File: src/rtl/dma_evt_pkg.sv
package dma_evt_pkg;

  // Event classes; the value is the index of the class's word in each view
  typedef enum logic [1:0] {
    CLS_DONE    = 2'd0,
    CLS_SRC_ERR = 2'd1,
    CLS_DST_ERR = 2'd2,
    CLS_CFG_ERR = 2'd3
  } evt_class_e;

  localparam int NUM_CLS   = 4;
  localparam int WORD_STEP = 4;

  // Byte offsets of the register views
  localparam int OFS_STAT_BASE = 32'h800;
  localparam int OFS_RAW_BASE  = 32'h810;
  localparam int OFS_BUSY      = 32'h820;
  localparam int OFS_ARB       = 32'h828;

endpackage

File: src/rtl/evt_reg_decode.sv
module evt_reg_decode
  import dma_evt_pkg::*;
#(
  parameter int ADDR_W = 12
) (
  input  logic [ADDR_W-1:0]  addr,
  output logic [NUM_CLS-1:0] stat_sel,
  output logic [NUM_CLS-1:0] raw_sel,
  output logic               busy_sel,
  output logic               arb_sel
);

  // Per-class selects are one-hot by construction of distinct offsets
  for (genvar c = 0; c < NUM_CLS; c++) begin : g_cls
    assign stat_sel[c] = (addr == ADDR_W'(OFS_STAT_BASE + WORD_STEP * c));
    assign raw_sel[c]  = (addr == ADDR_W'(OFS_RAW_BASE + WORD_STEP * c));
  end

  assign busy_sel = (addr == ADDR_W'(OFS_BUSY));
  assign arb_sel  = (addr == ADDR_W'(OFS_ARB));

endmodule

File: src/rtl/evt_raw_bank.sv
module evt_raw_bank #(
  parameter int N = 32
) (
  input  logic         clk,
  input  logic         rst_n,
  input  logic [N-1:0] ev,
  input  logic         clr_en,
  input  logic [N-1:0] clr_mask,
  output logic [N-1:0] raw
);

  logic [N-1:0] clr_eff;

  assign clr_eff = clr_en ? clr_mask : '0;

  // A new event is ORed in after the clear, so set wins on a collision
  always_ff @(posedge clk or negedge rst_n) begin
    if (!rst_n) raw <= '0;
    else        raw <= (raw & ~clr_eff) | ev;
  end

endmodule

File: src/rtl/evt_irq_combine.sv
module evt_irq_combine #(
  parameter int WIDTH = 128
) (
  input  logic             clk,
  input  logic             rst_n,
  input  logic [WIDTH-1:0] stat_flat,
  output logic             irq
);

  always_ff @(posedge clk or negedge rst_n) begin
    if (!rst_n) irq <= 1'b0;
    else        irq <= |stat_flat;
  end

endmodule

File: src/rtl/dma_evt_status.sv
module dma_evt_status
  import dma_evt_pkg::*;
#(
  parameter int          N           = 32,
  parameter int          DW          = 32,
  parameter int          ADDR_W      = 12,
  parameter int          ARB_W       = 32,
  parameter logic [31:0] IRQ_EN_MASK = 32'hFFFF_FFFF
) (
  input  logic              clk,
  input  logic              rst_n,
  input  logic              reg_wr,
  input  logic              reg_rd,
  input  logic [ADDR_W-1:0] reg_addr,
  input  logic [DW-1:0]     reg_wdata,
  output logic [DW-1:0]     reg_rdata,
  input  logic [N-1:0]      ev_done,
  input  logic [N-1:0]      ev_src_err,
  input  logic [N-1:0]      ev_dst_err,
  input  logic [N-1:0]      ev_cfg_err,
  input  logic [N-1:0]      ch_busy,
  output logic              irq
);

  localparam int FLAT_W = NUM_CLS * N;
  localparam logic [N-1:0] EN_MASK = IRQ_EN_MASK[N-1:0];

  logic [FLAT_W-1:0]  ev_flat;
  logic [FLAT_W-1:0]  raw_flat;
  logic [FLAT_W-1:0]  stat_flat;
  logic [NUM_CLS-1:0] stat_sel;
  logic [NUM_CLS-1:0] raw_sel;
  logic               busy_sel;
  logic               arb_sel;
  logic [ARB_W-1:0]   arb_q;
  logic [DW-1:0]      rd_val;

  assign ev_flat = {ev_cfg_err, ev_dst_err, ev_src_err, ev_done};

  evt_reg_decode #(.ADDR_W(ADDR_W)) u_dec (
    .addr     (reg_addr),
    .stat_sel (stat_sel),
    .raw_sel  (raw_sel),
    .busy_sel (busy_sel),
    .arb_sel  (arb_sel)
  );

  for (genvar c = 0; c < NUM_CLS; c++) begin : g_bank
    evt_raw_bank #(.N(N)) u_bank (
      .clk      (clk),
      .rst_n    (rst_n),
      .ev       (ev_flat[c*N +: N]),
      .clr_en   (reg_wr && raw_sel[c]),
      .clr_mask (reg_wdata[N-1:0]),
      .raw      (raw_flat[c*N +: N])
    );
    assign stat_flat[c*N +: N] = raw_flat[c*N +: N] & EN_MASK;
  end

  evt_irq_combine #(.WIDTH(FLAT_W)) u_irq (
    .clk       (clk),
    .rst_n     (rst_n),
    .stat_flat (stat_flat),
    .irq       (irq)
  );

  // Arbitration word: plain storage, zero means equal priority
  always_ff @(posedge clk or negedge rst_n) begin
    if (!rst_n)                 arb_q <= '0;
    else if (reg_wr && arb_sel) arb_q <= reg_wdata[ARB_W-1:0];
  end

  // OR-combined read mux over one-hot selects; unmapped offsets give zero
  always_comb begin
    rd_val = '0;
    for (int c = 0; c < NUM_CLS; c++) begin
      if (stat_sel[c]) rd_val[N-1:0] = rd_val[N-1:0] | stat_flat[c*N +: N];
      if (raw_sel[c])  rd_val[N-1:0] = rd_val[N-1:0] | raw_flat[c*N +: N];
    end
    if (busy_sel) rd_val[N-1:0]     = rd_val[N-1:0] | ch_busy;
    if (arb_sel)  rd_val[ARB_W-1:0] = rd_val[ARB_W-1:0] | arb_q;
  end

  always_ff @(posedge clk or negedge rst_n) begin
    if (!rst_n)      reg_rdata <= '0;
    else if (reg_rd) reg_rdata <= rd_val;
  end

endmodule

File: config.mk
export PLATFORM = sky130hd
export DESIGN_NAME = dma_evt_status
export DESIGN_NICKNAME = d
export VERILOG_FILES = /design/src/rtl/dma_evt_pkg.sv /design/src/rtl/evt_reg_decode.sv /design/src/rtl/evt_raw_bank.sv /design/src/rtl/evt_irq_combine.sv /design/src/rtl/dma_evt_status.sv
export SDC_FILE = /design/constraint.sdc
export NUM_CORES = 1
export LEC_CHECK = 0
export ABC_AREA = 1
export ABC_CLOCK_PERIOD_IN_PS = 1300
export BUFFER_PORTS_ARGS = -buffer_cell sky130_fd_sc_hd__buf_4
export CAP_MARGIN = 10
export CORE_MARGIN = 3
export CORE_UTILIZATION = 25
export DETAILED_ROUTE_END_ITERATION = 10
export HOLD_SLACK_MARGIN = 0.05
export PLACE_DENSITY = 0.41
export SETUP_SLACK_MARGIN = 0.3
export SLEW_MARGIN = 20
export SYNTH_ARGS = -nofsm -noshare
export SYNTH_HDL_FRONTEND = slang
export SYNTH_HIERARCHICAL = 1
export SYNTH_SLANG_ARGS = --single-unit
export TNS_END_PERCENT = 100
File: constraint.sdc
create_clock -name clk -period 1.3 [get_ports clk]
set_input_delay 0.13 -clock clk [delete_from_list [all_inputs] [get_ports clk]]
set_output_delay 0.13 -clock clk [all_outputs]
set_load 0.01 [all_outputs]
==> results by group <==
Synth
  • Commonest cells in the netlist: nand2_1, inv_1, nor2_1
  • Number of synthesized flops with an enable pin: 0
  • Synth Flop Type: dfrtp_1
  • Ys Warns: 6
  • Synth Cell Area: 10200 um2
  • Cells after Synth: 1435
  • Yosys top cell by area: dfrtp_1
  • Count of cell types in the netlist: 22
  • Seq/Total Area, Yosys: 0.474
  • Mean area per synthesized cell: 7.09 um2
  • Share of the synthesized area in the top cell type: 0.474
  • Syn nets: 1643
  • Ranking of synthesized cells by area: dfrtp_1, nand2_1, inv_1
  • Asr flop ratio synth: 1.00
  • Count leader, synth: nand2_1
  • Post-synthesis register bit count: 193

Timing
  • Worst hold slack: 0.0528 ns
  • Final Cycle Share: 1.08
  • Slew Viols, Final: 0
  • RSZ-0062 raised after global routing: true
  • Worst slew margin: 0.683
  • Worst slew pin tran: 0.474 ns
  • Setup WS post-layout: -0.106 ns
  • Max frequency: 711 MHz
  • Setup TNS: -0.286 ns
  • Worst Skew: 0.0123 ns
  • Setup violators final: 13
  • Final Hold Viols: 0
  • Min Tclk post-route: 1.41 ns

Clocking
  • CTS tree: built
  • CTS max path bufs: 2
  • Clk pin slew, worst setup/hold paths: 0.08 ns
  • CTS buffer count: 17
  • Worst-skew pair later-pin latency: 0.46 ns
  • H-Tree Depth: 4
  • Root Buffer: clkbuf_16
  • CTS Sinks: 193

Setup path
  • R2R setup slack: -0.11 ns
  • Worst EP arrival: 1.76 ns
  • Critical-path maximum fanout: 3
  • CP Data Required Time: 1.65 ns
  • Worst R2R Start: g_bank[0].u_bank/raw[2]
  • Startpoint types: register
  • Critical Path Start: g_bank[0].u_bank/raw[2]
  • Reg-to-Reg End: u_irq/irq
  • Number of cells on the worst reg-to-reg path: 6
  • CP Capture Type: register
  • Setup CP Type: register to register

Global route
  • GR met2 Demand/Resource: 0.383
  • Vias in the first global route: 11300
  • Met1 Resource Use GR: 0.297
  • Global Route Usage Sum: 0.221
  • GR peak layer: met2
  • Largest net degree at the start of global routing: 47
  • First-pass GRT wire length: 71200 um
  • Initial antenna violation count: 0
  • Met3 GRT Util: 0.0320
  • GRT overflow: 0

Floorplan
  • Initial Util: 0.254
  • Die area: 43200 um2
  • Chip width: 208 um
  • Site row count: 73
  • I/O pins: 241
  • Core area: 40000 um2
  • Die H: 208 um

Run status
  • Failing checks: negative setup slack
  • Status: complete, but fails checks

Place
  • Final RePlAce weighted congestion: 0.788
  • Port bufs: 240
  • DP Cell Count: 2248
  • Area post-placement: 13400 um2
  • Post-DP HPWL: 29900 um

Detailed routing
  • Antenna-violating nets left: 0
  • Initial DRC Count: 659
  • Drt pass-1 iters: 5
  • DR vias/cell: 4.29
  • DRC viols: 0
  • Routed WL: 47600 um
  • Vias: 10800
  • DR WL/cell: 18.8 um

Finish
  • Final std cells w/o fill: 2530
  • Post-layout util: 0.470
  • Antenna Cells: 0
  • Nets@finish: 2200
  • Fraction of layout instances using a drive strength above 1: 0.401
  • Final instance area: 18800 um2
  • Register Area: 4830 um2
  • P&R area growth vs syn: 84.8%
  • Multi-input logic area: 5600 um2
  • Filler Cells Inserted: 3934

Hold path
  • Hold path start: ch_busy[9]
  • Worst hold path depth: 5
  • Worst hold endpoint: reg_rdata[9]
  • Type of the worst min-delay path: input port to register

Pwr
  • Pwr/cell area: 737 nW/um2
  • VDD IR max: 677 uV
  • P_leak: 0.0100 uW

Job
  • Max-cap violations: 0
critical path, cell delays in order (launching register included):
cell and delay, ns:
dfrtp_1 0.41, nor2_1 0.20, nand4_1 0.23, nor2_2 0.24
nand2_2 0.06, nor2_1 0.10, nand2_1 0.05
what timing repair did:
item | 4_1_cts | 5_1_grt
gates cloned | 25 | 0
pin swaps | 83 | 95
resized for setup | 344 | 198
hold buffers | 175 | 0
endpoints found under the setup margin | 226 | 220
setup buffers | 40 | 10
endpoints found under the hold margin | 367 | 0
registers in the layout, summed over array words and instances (netlist names):
name and cells:
reg_rdata 32, u_irq/irq 1, g_bank.u_bank/raw 128, arb_q 32
report_power, final:
part	internal, uW	switching, uW
Sequential	6070	75.0
Clock	3200	2630
Combinational	1070	824
Total	10300	3520
layout by cell type, fill, tap and decap left out, drive strengths merged, types with 3 or more instances in the layout:
cell	instances
clkinvlp	3
buf	397
dlygate4sd3	175
inv	223
or2	9
o21ai	23
mux2	32
dfrtp	193
nand4	11
nand2	647
clkinv	4
clkbuf	23
bufinv	3
nand3	11
nor2	220
and2	6
a21oi	23
area by class of cell:
| class | instances | area share |
|---|---|---|
| Clock inverter | 11 | 0.00811 |
| Sequential cell | 193 | 0.257 |
| Inverter | 222 | 0.0476 |
| Timing Repair Buffer | 576 | 0.330 |
| Multi-Input combinational cell | 982 | 0.298 |
| Tap cell | 525 | 0.0349 |
| Clock buffer | 21 | 0.0250 |
worst max-delay path by stage:
stage | to | cells past startpoint
after floorplan | arb_q[0] | 9
after global placement | reg_rdata[14] | 12
after detailed placement | reg_rdata[18] | 12
after CTS | u_irq/irq | 7
after global routing | u_irq/irq | 7
final | u_irq/irq | 6
per-stage QoR:
step / setup WS [ns] / total power [uW]
2_1_floorplan: 0.00677 / 6500
3_3_place_gp: -0.436 / 7550
3_5_place_dp: -0.463 / 7550
4_1_cts: -0.0519 / 13900
5_1_grt: -0.113 / 14400
6_report: -0.106 / 13900
routing by layer:
metal / part of all wire / vias to the layer above
li1: - / 5350
met1: 0.45 / 5197
met2: 0.50 / 260
met3: 0.035 / 35
met4: 0.016 / 0
met5: 0 / -
cells by family after synthesis:
logic type	count (synthesis)	synth area share
and+or+nand+nor	904	0.346
muxes	32	0.0465
DFF	193	0.474
buffers and inverters	260	0.111
AOI/OAI and AO/OA	46	0.0226
No activity file was read; power rests on OpenSTA's default activity.
